==> config.mk <==
export PLATFORM = sky130hd
export DESIGN_NAME = therm_cfg_capture
export DESIGN_NICKNAME = d
export VERILOG_FILES = /design/src/rtl/therm_cfg_pkg.sv /design/src/rtl/therm_cfg_ctrl.sv /design/src/rtl/therm_cfg_dpath.sv /design/src/rtl/therm_cfg_capture.sv
export SDC_FILE = /design/constraint.sdc
export NUM_CORES = 1
export LEC_CHECK = 0
export BUFFER_PORTS_ARGS = -buffer_cell sky130_fd_sc_hd__buf_4
export CORE_MARGIN = 2
export CORE_UTILIZATION = 35
export CTS_CLUSTER_DIAMETER = 200
export CTS_CLUSTER_SIZE = 30
export DETAILED_ROUTE_END_ITERATION = 16
export HOLD_SLACK_MARGIN = 0.1
export PLACE_DENSITY_LB_ADDON = 0.12
export SLEW_MARGIN = 15
export SYNTH_ARGS = -nofsm -noshare
export SYNTH_HDL_FRONTEND = slang
export SYNTH_HIERARCHICAL = 1
export SYNTH_SLANG_ARGS = --single-unit
export TNS_END_PERCENT = 100
==> constraint.sdc <==
create_clock -name clk -period 4.6 [get_ports clk]
set_input_delay 1.38 -clock clk [delete_from_list [all_inputs] [get_ports clk]]
set_output_delay 1.38 -clock clk [all_outputs]
set_load 0.005 [all_outputs]
==> src/rtl/therm_cfg_pkg.sv <==
package therm_cfg_pkg;
  localparam int IDX_W        = 6;
  localparam int TEMP_W       = 8;
  localparam int HYST_W       = 5;
  localparam int CODE_COUNT   = 48;
  localparam int HOT_BASE     = 30;
  localparam int HOT_STEP     = 2;
  localparam int WARM_FIRST   = 16;
  localparam int WARM_SPLIT   = 32;
  localparam int WARM_HI_TOP  = 105;
  localparam int WARM_LO_BASE = 30;
  localparam int WARM_STEP    = 5;
  localparam int HYST_NARROW  = 5;
  localparam int HYST_WIDE    = 10;
  localparam int HYST_SOLO    = 20;

  typedef struct packed {
    logic             gnd;
    logic             flt;
    logic             oor;
    logic [IDX_W-1:0] idx;
  } measT;

  typedef struct packed {
    logic loadHot;
    logic loadWarm;
    logic commitHot;
    logic commitWarm;
  } strobeT;

  function automatic logic hotLegal(measT m);
    return !m.gnd && !m.flt && !m.oor && (int'(m.idx) < CODE_COUNT);
  endfunction

  function automatic logic warmLegal(measT m);
    return hotLegal(m) && (int'(m.idx) >= WARM_FIRST);
  endfunction

  function automatic logic [TEMP_W-1:0] hotTripOf(measT m);
    int t;
    t = HOT_BASE + HOT_STEP * int'(m.idx);
    return TEMP_W'(t);
  endfunction

  function automatic logic [TEMP_W-1:0] warmTripOf(measT m);
    int i;
    int t;
    i = int'(m.idx);
    if (i < WARM_SPLIT) t = WARM_HI_TOP - WARM_STEP * (i - WARM_FIRST);
    else                t = WARM_LO_BASE + WARM_STEP * (i - WARM_SPLIT);
    return TEMP_W'(t);
  endfunction

  function automatic logic [HYST_W-1:0] warmHystOf(measT m);
    return (int'(m.idx) < WARM_SPLIT) ? HYST_W'(HYST_NARROW) : HYST_W'(HYST_WIDE);
  endfunction
endpackage

==> src/rtl/therm_cfg_ctrl.sv <==
module therm_cfg_ctrl
  import therm_cfg_pkg::*;
#(
  parameter int NUM_PINS = 2
) (
  input  logic   clk,
  input  logic   rstN,
  input  logic   hotValid,
  input  logic   warmValid,
  input  logic   hotMatch,
  input  logic   warmMatch,
  output strobeT strobe
);
  localparam int HOT  = 0;
  localparam int WARM = NUM_PINS - 1;

  logic [NUM_PINS-1:0] valid, match, havePrev, settled, settleNow, loadNow;
  logic hotFinal;

  assign valid = {warmValid, hotValid};
  assign match = {warmMatch, hotMatch};

  for (genvar p = 0; p < NUM_PINS; p++) begin : g_pin
    assign settleNow[p] = valid[p] && havePrev[p] && match[p] && !settled[p];
    assign loadNow[p]   = valid[p] && !settled[p];

    always_ff @(posedge clk) begin
      if (!rstN) begin
        havePrev[p] <= 1'b0;
        settled[p]  <= 1'b0;
      end else begin
        if (loadNow[p])   havePrev[p] <= 1'b1;
        if (settleNow[p]) settled[p]  <= 1'b1;
      end
    end
  end

  logic hotReady, warmReady;
  assign hotReady  = settled[HOT]  || settleNow[HOT];
  assign warmReady = settled[WARM] || settleNow[WARM];

  always_comb begin
    strobe            = '0;
    strobe.loadHot    = loadNow[HOT];
    strobe.loadWarm   = loadNow[WARM];
    strobe.commitWarm = settleNow[WARM];
    strobe.commitHot  = !hotFinal && hotReady && warmReady;
  end

  always_ff @(posedge clk) begin
    if (!rstN)                 hotFinal <= 1'b0;
    else if (strobe.commitHot) hotFinal <= 1'b1;
  end
endmodule

==> src/rtl/therm_cfg_dpath.sv <==
module therm_cfg_dpath
  import therm_cfg_pkg::*;
(
  input  logic              clk,
  input  logic              rstN,
  input  measT              hotMeas,
  input  measT              warmMeas,
  input  strobeT            strobe,
  output logic              hotMatch,
  output logic              warmMatch,
  output logic              hotEn,
  output logic [TEMP_W-1:0] hotTrip,
  output logic [HYST_W-1:0] hotHyst,
  output logic              hotDone,
  output logic              warmEn,
  output logic [TEMP_W-1:0] warmTrip,
  output logic [HYST_W-1:0] warmHyst,
  output logic              warmDone
);
  measT prevHot, prevWarm;

  assign hotMatch  = (hotMeas == prevHot);
  assign warmMatch = (warmMeas == prevWarm);

  logic              hotOk, warmOk;
  logic [HYST_W-1:0] sharedHyst;
  assign hotOk      = hotLegal(prevHot);
  assign warmOk     = warmLegal(prevWarm);
  assign sharedHyst = warmOk ? warmHystOf(prevWarm) : HYST_W'(HYST_SOLO);

  always_ff @(posedge clk) begin
    if (!rstN) begin
      prevHot  <= '0;
      prevWarm <= '0;
      hotEn    <= 1'b0;
      hotTrip  <= '0;
      hotHyst  <= '0;
      hotDone  <= 1'b0;
      warmEn   <= 1'b0;
      warmTrip <= '0;
      warmHyst <= '0;
      warmDone <= 1'b0;
    end else begin
      if (strobe.loadHot)  prevHot  <= hotMeas;
      if (strobe.loadWarm) prevWarm <= warmMeas;
      hotDone  <= strobe.commitHot;
      warmDone <= strobe.commitWarm;
      if (strobe.commitHot) begin
        hotEn   <= hotOk;
        hotTrip <= hotOk ? hotTripOf(prevHot) : '0;
        hotHyst <= hotOk ? sharedHyst : '0;
      end
      if (strobe.commitWarm) begin
        warmEn   <= warmLegal(warmMeas);
        warmTrip <= warmLegal(warmMeas) ? warmTripOf(warmMeas) : '0;
        warmHyst <= warmLegal(warmMeas) ? warmHystOf(warmMeas) : '0;
      end
    end
  end
endmodule

==> src/rtl/therm_cfg_capture.sv <==
module therm_cfg_capture
  import therm_cfg_pkg::*;
(
  input  logic              clk,
  input  logic              rstN,
  input  logic              hotValid,
  input  logic [IDX_W-1:0]  hotIdx,
  input  logic              hotGnd,
  input  logic              hotFlt,
  input  logic              hotOor,
  input  logic              warmValid,
  input  logic [IDX_W-1:0]  warmIdx,
  input  logic              warmGnd,
  input  logic              warmFlt,
  input  logic              warmOor,
  output logic              hotEn,
  output logic [TEMP_W-1:0] hotTrip,
  output logic [HYST_W-1:0] hotHyst,
  output logic              hotDone,
  output logic              warmEn,
  output logic [TEMP_W-1:0] warmTrip,
  output logic [HYST_W-1:0] warmHyst,
  output logic              warmDone
);
  measT   hotMeas, warmMeas;
  strobeT strobe;
  logic   hotMatch, warmMatch;

  assign hotMeas  = '{gnd: hotGnd,  flt: hotFlt,  oor: hotOor,  idx: hotIdx};
  assign warmMeas = '{gnd: warmGnd, flt: warmFlt, oor: warmOor, idx: warmIdx};

  therm_cfg_ctrl #(.NUM_PINS(2)) u_ctrl (
    .clk(clk), .rstN(rstN),
    .hotValid(hotValid), .warmValid(warmValid),
    .hotMatch(hotMatch), .warmMatch(warmMatch),
    .strobe(strobe)
  );

  therm_cfg_dpath u_dpath (
    .clk(clk), .rstN(rstN),
    .hotMeas(hotMeas), .warmMeas(warmMeas), .strobe(strobe),
    .hotMatch(hotMatch), .warmMatch(warmMatch),
    .hotEn(hotEn), .hotTrip(hotTrip), .hotHyst(hotHyst), .hotDone(hotDone),
    .warmEn(warmEn), .warmTrip(warmTrip), .warmHyst(warmHyst), .warmDone(warmDone)
  );
endmodule

Yosys cells after proc, flatten, opt, wreduce, memory -nomap -nowiden

Index checks and enable logic that the tools add are counted.

Magnitude comparators: 7
Equal/unequal tests: 2
Mux-type cells: 8
Add/subtract/negate cells: 5
Multiply operators: 2
Reduce and logical (&&, ||, !) cells: 35

Operator list:

| kind                   | count |
|---|---|
| $mul A4 B32 Y8 const A | 2 |
| $lt A6 B6 Y1 const B   | 5 |
| $mux W8                | 3 |
| $logic_and A1 B1 Y1    | 21 |
| $eq A9 B9 Y1           | 2 |
| $mux W5                | 3 |
| $ge A6 B5 Y1 const B   | 2 |
| $logic_not A1 Y1       | 12 |
| $add A5 B7 Y8 const A  | 1 |
| $add A6 B8 Y8 const A  | 1 |
| $mux W4                | 2 |
| $sub A8 B8 Y8 const A  | 1 |
| $sub A6 B5 Y7 const B  | 1 |
| $sub A6 B6 Y7 const B  | 1 |
| $logic_or A1 B1 Y1     | 2 |

Register bits after elaboration: 53
Input bits: 22
Word-level logic and storage cells: 80

Logic depth before layout (Yosys ltp)

Gate-level depths: netlist of the first run.

Depth after elaboration: 7
Mapped depth: 12
Mapped depth without buffers: 11

Hierarchy

The synthesis of the first run kept the hierarchy.

Modules (own cells, without submodules):

| module          | cells an instance | area an instance (µm²) | seq. area each (µm²) | times used |
|---|---|---|---|---|
| therm_cfg_dpath | 294               | 2695.1                 | 860.8                | 1 |
| therm_cfg_ctrl  | 20                | 200.2                  | 100.1                | 1 |

Worst setup path after synthesis of the first run

Ideal clock, no wire load.

Path type: input to register
Start: input port warmIdx[4]
End: register u_dpath.warmTrip[7]
Path slack: 0.814 ns
Data arrival time: 3.712 ns
Library setup time: 0.074 ns
Path buffers: 0
Stages: 10
Cell sequence: inv_1 fa_1 fa_1 inv_1 ha_1 a21o_1 a31oi_1 mux2i_1 o31a_1 a31oi_1

Word-level cells in the longest chain between the ends: 5

RTL lines:

| element                                               | RTL line                                 | text |
|---|---|---|
| start: declaration                                    | therm_cfg_capture.sv:12                  | `input logic [IDX_W-1:0] warmIdx,` |
| $sub A6 B6 Y7 / $sub A6 B5 Y7 (equally long branches) | therm_cfg_pkg.sv:50, therm_cfg_pkg.sv:49 |  |
| $mul A4 B32 Y8 (on tied branches)                     | therm_cfg_pkg.sv:50, therm_cfg_pkg.sv:49 |  |
| $add A6 B8 Y8 / $sub A8 B8 Y8 (equally long branches) | therm_cfg_pkg.sv:50, therm_cfg_pkg.sv:49 |  |
| $mux W8                                               | therm_cfg_pkg.sv:49                      | `if (i < WARM_SPLIT) t = WARM_HI_TOP - WARM_STEP * (i - WARM_FIRST);` |
| $mux W8                                               | therm_cfg_dpath.sv:55                    | `warmTrip <= warmLegal(warmMeas) ? warmTripOf(warmMeas) : '0;` |
| end signal: assignment                                | therm_cfg_dpath.sv:55                    |  |
| end: declaration                                      | therm_cfg_dpath.sv:16                    | `output logic [TEMP_W-1:0] warmTrip,` |

Several ways; a longest one is shown, not always the timed one.
A chain may end at the register's enable or synchronous reset.

Worst setup path after layout of the first run

Same ends and word-level chain as after synthesis.

==> metrics.md, run 1 <==
| Metric | Value |
|---|---|
| Post-synthesis cell type count | `44` |
| Reg2reg setup slack | `2210 ps` |
| Largest family of logic cells by synthesized area | `simple AND/OR/NAND/NOR gates` |
| Drt pass-1 iters | `4` |
| Reg-to-reg endpoint | `u_dpath/warmTrip[7]` |
| First-pass GRT wire length | `9798 µm` |
| Post-route ant nets | `0` |
| Share of cells above drive strength 1 | `18.66%` |
| Leak | `0.001569 µW` |
| Count of input and output buffers | `49` |
| Critical path launch point type | `input port` |
| Seq cells post-synth | `48` |
| DRT Wirelength | `5889 µm` |
| Worst Hold End | `u_dpath/hotEn` |
| Mapped Cells | `314` |
| Vias in the first global route | `2048` |
| Commonest non-fill, non-tap cell in the layout | `buf_4` |
| CTS tree | `yes` |
| Post-synthesis mux area share | `7.649%` |
| Critical Path AT | `3980 ps` |
| CTS Sinks | `48` |
| Synth Area in Compound Gates | `9.637%` |
| # placed instances | `456` |
| Clk root buf | `clkbuf_8` |
| Largest net degree at the start of global routing | `28` |
| Post-CTS Setup Bufs | `0` |
| RSZ-0062 raised after global routing | `false` |
| DRC Markers | `0` |
| Initial core utilization | `35.59%` |
| Setup CP Type | `input port to flip-flop` |
| Hold Startpoint | `u_dpath/hotEn` |
| Rows | `33` |
| Fin Clk Skew | `4.592 ps` |
| H-tree depth | `2` |
| Top FF cell, synth | `dfxtp_1` |
| Max-Slew Margin vs Limit | `43.61%` |
| Final Non-Filler Cells | `464` |
| Seq/Total Area, Yosys | `33.19%` |
| Clock buffer depth | `2` |
| 1st-iter DRT viols | `31` |
| CTS resizes | `0` |
| Register-to-Register Path Depth | `8` |
| Chip height | `94.95 µm` |
| Xor-xnor portion of the synthesized cell area | `9.075%` |
| Worst r2r src | `u_dpath/prevWarm[4]` |
| Fin. Hold Viols | `0` |
| Post-Syn Area | `2895 µm²` |
| Layout overhead on the synthesized area | `19.62%` |
| Vias per inst | `4.584` |
| Commonest non-fill, non-tap cells in the layout | `buf_4 (51), dfxtp_1 (48), ha_1 (29), inv_1 (27), nand2_1 (27)` |
| Maximum clock rate | `0.2669 GHz` |
| Crit Path Max Fanout | `6` |
| Final TNS setup | `0 ps` |
| Number of inserted diodes | `0` |
| Post-Synth Simple-Gate Area | `16.98%` |
| WHS Path Cells | `2` |
| Status | `finished, final reports clean` |
| Hold Path Class | `flip-flop to flip-flop` |
| Avg Inst Size Synth | `9.221 µm²` |
| Via count | `2127` |
| Clock latency on the worst-skew pair | `300 ps` |
| Total gr overflow | `0` |
| Part of the cycle the worst path needs | `81.46%` |
| Peak supply drop | `120.2 µV` |
| Initial antenna violation count | `0` |
| Nets | `415` |
| Placed instance area | `3326 µm²` |
| Worst endpoint required time | `4840 ps` |
| Fin crit period | `3747 ps` |
| Clk slew on worst S/H paths | `90 ps` |
| MaxCap Viol Count | `0` |
| Final Cell Area | `3463 µm²` |
| YS warnings | `6` |
| Post-synth EDFFs | `0` |
| Post-synth ARST share | `0%` |
| GP Congestion | `0.7543` |
| Pins over their slew limit | `0` |
| Routed wire length per instance | `12.69 µm` |
| Cts hold-fix bufs | `0` |
| Transition time of the tightest slew-check pin | `844.1 ps` |
| Final Setup Violations | `0` |
| Io pins | `52` |
| Post-synthesis adder-cell area fraction | `16.68%` |
| Core footprint | `8134 µm²` |
| Die ar. | `9016 µm²` |
| Die W | `94.95 µm` |
| GR Util All Layers | `14.15%` |
| Critical Path Sink Type | `flip-flop` |
| DP HPWL | `4535 µm` |
| CTS Buf Count | `5` |
| Pwr Density | `302.6 nW/µm²` |
[power breakdown]
group          switching (µW)  leakage, µW  internal [µW]  total [µW]
Sequential               11.3     0.000391            426         437
Clock                     155    0.0000687            219         374
Combinational             123      0.00111            113         237
Total                     290      0.00157            758        1050
[critical path, stage by stage]
cell and delay [ps]:
buf_4 140, inv_1 250, fa_1 490, fa_1 520
inv_1 40, ha_1 340, a21o_1 190, a31oi_1 170
mux2i_1 100, o31a_1 240, a31oi_1 120
[per-stage QoR]
| stage | worst slack, ps | total power [µW] | hold WS (ps) | utilization (%) |
|---|---|---|---|---|
| 2_1_floorplan | 814.2 | 620.6 | 438.8 | - |
| 3_3_place_gp | 548.2 | 685.5 | 434.4 | 40.89 |
| 3_5_place_dp | 535.9 | 685.2 | 435.0 | 40.89 |
| 6_report | 852.7 | 1048 | 448.5 | 42.58 |
| 5_1_grt | 611.0 | 1113 | 474.2 | 42.58 |
| 4_1_cts | 853.9 | 1063 | 450.2 | 42.58 |
[layout make-up]
cell class / count / area (µm²)
Clock buffer: 5 / 68.82
Clock inverter: 3 / 68.82
Fill cell: 815 / 4671
Inverter: 28 / 105.1
Multi-Input combinational cell: 224 / 1745
Sequential cell: 48 / 960.9
Tap cell: 105 / 131.4
Timing Repair Buffer: 51 / 382.9
[flip-flops by register name, indices dropped and copies added (netlist names)]
register,cells
u_dpath/warmEn,1
u_ctrl/havePrev,2
u_dpath/warmDone,1
u_dpath/prevWarm,9
u_dpath/warmHyst,2
u_dpath/hotHyst,4
u_ctrl/hotFinal,1
u_dpath/prevHot,9
u_dpath/warmTrip,8
u_dpath/hotTrip,7
u_dpath/hotDone,1
u_dpath/hotEn,1
u_ctrl/settled,2
[worst max path at each step]
stage,from,to,slack (ps),cells past startpoint
global placement,warmIdx[4],u_dpath/warmTrip[7],550,11
detailed placement,warmIdx[4],u_dpath/warmTrip[7],540,11
finish,warmIdx[4],u_dpath/warmTrip[7],850,11
floorplan,warmIdx[4],u_dpath/warmTrip[7],810,10
global route,warmIdx[4],u_dpath/warmTrip[7],610,11
CTS,warmIdx[4],u_dpath/warmTrip[7],850,11
[logic make-up after synthesis]
family / count (synthesis)
compound gates: 44
xor+xnor: 30
fa+ha+maj: 35
buf+inv: 43
flops: 48
mux: 22
other cells: 1
simple gates: 91
[cell usage after synthesis (2+ instances only)]
cell	instances	share of area [%]
nand2_1	27	3.5
nor3_1	4	0.69
o21ai_0	20	3.5
a21o_1	2	0.52
nand3_1	4	0.69
nor2b_1	20	4.3
mux2i_1	21	7.3
buf_4	6	1.6
nand2b_1	6	1.3
inv_1	27	3.5
dfxtp_1	48	33
clkbuf_1	7	0.91
fa_1	6	4.1
ha_1	29	13
o21a_1	2	0.52
nor4_1	2	0.43
xor2_1	10	3.0
a31oi_1	5	1.1
nor2_1	12	1.6
and2_1	3	0.65
a21oi_1	7	1.2
xnor2_1	20	6.1
or3_1	2	0.43
nor2b_2	2	0.61
nand4_1	3	0.65
[routing by layer]
metal / wire length [µm] / vias to the layer above / track usage, % / share of wire (%)
li1: - / 1119 / - / -
met1: 2984 / 961 / 19.06 / 51
met2: 2565 / 41 / 22.70 / 44
met3: 240 / 6 / 2.953 / 4.1
met4: 97 / 0 / 4.348 / 1.6
met5: 0 / - / 0 / 0
No activity file was read; power rests on OpenSTA's default activity.
==> run 2: changes to the inputs <==
--- a/config.mk
+++ b/config.mk
@@ -5,6 +5,7 @@
 export SDC_FILE = /design/constraint.sdc
 export NUM_CORES = 1
 export LEC_CHECK = 0
+export ABC_AREA = 1
 export BUFFER_PORTS_ARGS = -buffer_cell sky130_fd_sc_hd__buf_4
 export CORE_MARGIN = 2
 export CORE_UTILIZATION = 35
==> constraint.sdc (replaced) <==
create_clock -name clk -period 3.2 [get_ports clk]
set_input_delay 0.96 -clock clk [delete_from_list [all_inputs] [get_ports clk]]
set_output_delay 0.96 -clock clk [all_outputs]
set_load 0.005 [all_outputs]
==> metrics.md, run 2 <==
| Metric | Value |
|---|---|
| Status | `finished, final reports clean` |
| Avg Inst Size Synth | `7.594 µm² (-18%)` |
| Seq/Total Area, Yosys | `32.69% (-0.49 points)` |
| Crit Path Max Fanout | `4 (-2)` |
| DRC Markers | `0 (unchanged)` |
| Leak | `0.001722 µW (+9.7%)` |
| Area leader, netlist | `dfxtp_1` |
| Clk root buf | `clkbuf_8` |
| Post-Route Utilization | `43.28% (+0.70 points)` |
| Post-synth ARST share | `0% (unchanged)` |
| Count of input and output buffers | `49 (unchanged)` |
| Initial core utilization | `35.95% (+0.36 points)` |
| Vias per inst | `4.611 (+0.58%)` |
| FF+latch area | `960.9 µm² (unchanged)` |
| Io pins | `52 (unchanged)` |
| Hold Path Class | `flip-flop to flip-flop` |
| Post-route ant nets | `0 (unchanged)` |
| Fin crit period | `2862 ps` |
| Post-Syn Area | `2939 µm² (+1.5%)` |
| Rows | `33 (unchanged)` |
| Synth top area share | `32.69% (-0.49 points)` |
| Register-to-Register Path Depth | `12 (+4)` |
| Top FF cell, synth | `dfxtp_1` |
| Setup WS post-layout | `337.5 ps (-515.2 ps)` |
| Part of the cycle the worst path needs | `89.45%` |
| First-pass GRT wire length | `10850 µm (+11%)` |
| Cts hold-fix bufs | `0 (unchanged)` |
| YS warnings | `6 (unchanged)` |
| Final TNS setup | `0 ps (unchanged)` |
| Synth top area cells | `dfxtp_1 (33%), ha_1 (12%), nand2_1 (7.5%), inv_1 (6.3%), nor2_1 (5.9%)` |
| Largest net degree at the start of global routing | `34 (+21%)` |
| Routed wire length per instance | `11.97 µm (-5.7%)` |
| GR Util All Layers | `14.96% (+0.81 points)` |
| Critical path launch point type | `input port` |
| Layout overhead on the synthesized area | `20.39%` |
| Pwr Density | `385.4 nW/µm² (+27%)` |
| Fin. Hold Viols | `0 (unchanged)` |
| Clock buffer depth | `2 (unchanged)` |
| MaxCap Viol Count | `0 (unchanged)` |
| Critical Path AT | `3060 ps (-920 ps)` |
| Pins over their slew limit | `0 (unchanged)` |
| Reg2reg setup slack | `1060 ps (-1150 ps)` |
| CTS resizes | `0 (unchanged)` |
| Share of cells above drive strength 1 | `19.68% (+1.0 points)` |
| Post-synthesis cell type count | `33 (-25%)` |
| Number of inserted diodes | `0 (unchanged)` |
| Clk slew on worst S/H paths | `90 ps (about the same)` |
| Die ar. | `9146 µm² (+1.4%)` |
| Critical Path Sink Type | `flip-flop` |
| Worst Hold End | `u_dpath/hotTrip[7]` |
| Most frequent cell after synthesis | `nand2_1` |
| Maximum clock rate | `0.3494 GHz` |
| Core footprint | `8175 µm² (+0.51%)` |
| Die W | `95.64 µm (+0.72%)` |
| RSZ-0062 raised after global routing | `false` |
| Area of the multi-input gates | `1703 µm² (-2.4%)` |
| CTS tree | `yes` |
| WHS Path Cells | `2 (unchanged)` |
| Commonest non-fill, non-tap cells in the layout | `buf_4 (59), nand2_1 (59), inv_1 (49), dfxtp_1 (48), nor2_1 (46)` |
| Seq cells post-synth | `48 (unchanged)` |
| Setup CP Type | `input port to flip-flop` |
| Worst r2r src | `u_dpath/prevHot[4]` |
| Post-CTS Setup Bufs | `0 (unchanged)` |
| Fin Clk Skew | `5.881 ps (+1.289 ps)` |
| DP HPWL | `5255 µm (+16%)` |
| Chip height | `95.64 µm (+0.72%)` |
| Most frequent cells after synthesis | `nand2_1 (59), inv_1 (49), dfxtp_1 (48)` |
| CTS Buf Count | `5 (unchanged)` |
| Largest registers | `u_dpath/prevHot x9, u_dpath/prevWarm x9, u_dpath/warmTrip x8` |
| Worst endpoint required time | `3400 ps (-1440 ps)` |
| CTS Sinks | `48 (unchanged)` |
| Peak supply drop | `188.9 µV (+57%)` |
| Mapped Cells | `387 (+23%)` |
| Total gr overflow | `0 (unchanged)` |
| Hold Startpoint | `u_dpath/hotTrip[7]` |
| GP Congestion | `0.8107 (+7.5%)` |
| Fillers | `876 (+7.5%)` |
| Post-synth EDFFs | `0 (unchanged)` |
| Drt pass-1 iters | `4 (unchanged)` |
| Final Setup Violations | `0 (unchanged)` |
| Place WS | `38.46 ps (-497.4 ps)` |
| DRT Wirelength | `6549 µm (+11%)` |
| H-tree depth | `2 (unchanged)` |
| 1st-iter DRT viols | `40 (+29%)` |
| Vias in the first global route | `2242 (+9.5%)` |
| Clock latency on the worst-skew pair | `290 ps (about the same)` |
| Via count | `2522 (+19%)` |
| Nets | `498 (+20%)` |
| Initial antenna violation count | `0 (unchanged)` |
| Reg-to-reg endpoint | `u_dpath/hotTrip[6]` |
[run 2: area by class of cell]
class,count,area share (%)
clock buffer,7,2.440
inverter,55,5.835
multi-input combinational,272,48.13
timing repair buffer,59,12.52
sequential,48,27.16
clock inverter,1,0.2122
tap,105,3.713
[run 2: routing by layer]
layer | vias to the layer above | GRT usage (%) | routed length [µm]
met5 | - | 0 | 0
met4 | 0 | 2.500 | 39
met3 | 5 | 2.451 | 290
met2 | 50 | 21.85 | 2689
met1 | 1125 | 23.21 | 3531
li1 | 1342 | - | -
[run 2: metrics by stage]
stage | power, µW | area, µm² | std cells | hold slack [ps]
floorplan | 896.8 | 2943 | 388 | 426.1
detailed placement | 1002 | 3445 | 539 | 425.4
global route | 1467 | 3538 | 547 | 477.5
finish | 1364 | 3538 | 547 | 444.1
CTS | 1381 | 3538 | 547 | 443.4
global placement | 999.3 | 3445 | 539 | 420.7
[run 2: worst max-delay path by stage]
stage / start / slack [ps] / to / cells past startpoint
CTS: warmIdx[2] / 350 / u_dpath/warmTrip[7] / 14
floorplan: warmIdx[4] / 60 / u_dpath/warmTrip[6] / 11
global placement: warmIdx[2] / 30 / u_dpath/warmTrip[7] / 14
detailed placement: warmIdx[2] / 40 / u_dpath/warmTrip[7] / 14
global route: warmIdx[2] / 150 / u_dpath/hotTrip[5] / 14
finish: warmIdx[2] / 340 / u_dpath/warmTrip[7] / 14
[run 2: kinds of logic (layout without fill, tap and decap cells)]
logic type      Yosys count  in the layout  synth area share [%]
simple gates            154            154                 23.24
buf+inv                  68            122                 9.493
compound gates           56             56                 10.52
flops                    48             48                 32.69
fa+ha+maj                35             35                 16.43
xor+xnor                 24             24                 7.152
other cells               1              2                0.1276
mux                       1              1                0.3406
[run 2: worst max-delay path, cell delays in order]
cell and delay [ps]:
buf_4 90, inv_1 90, fa_1 490, fa_1 490
inv_1 40, ha_1 330, nand2_1 100, inv_1 40
nand2_1 70, nand3_1 80, nand2_1 60, nand3_1 70
nand3_1 90, nand2_1 40
[run 2: report_power, final]
group	leakage, µW	internal (µW)	switching, µW
Combinational	0.00129	149	208
Clock	0.0000445	176	199
Sequential	0.000392	615	15.7
Total	0.00172	940	423
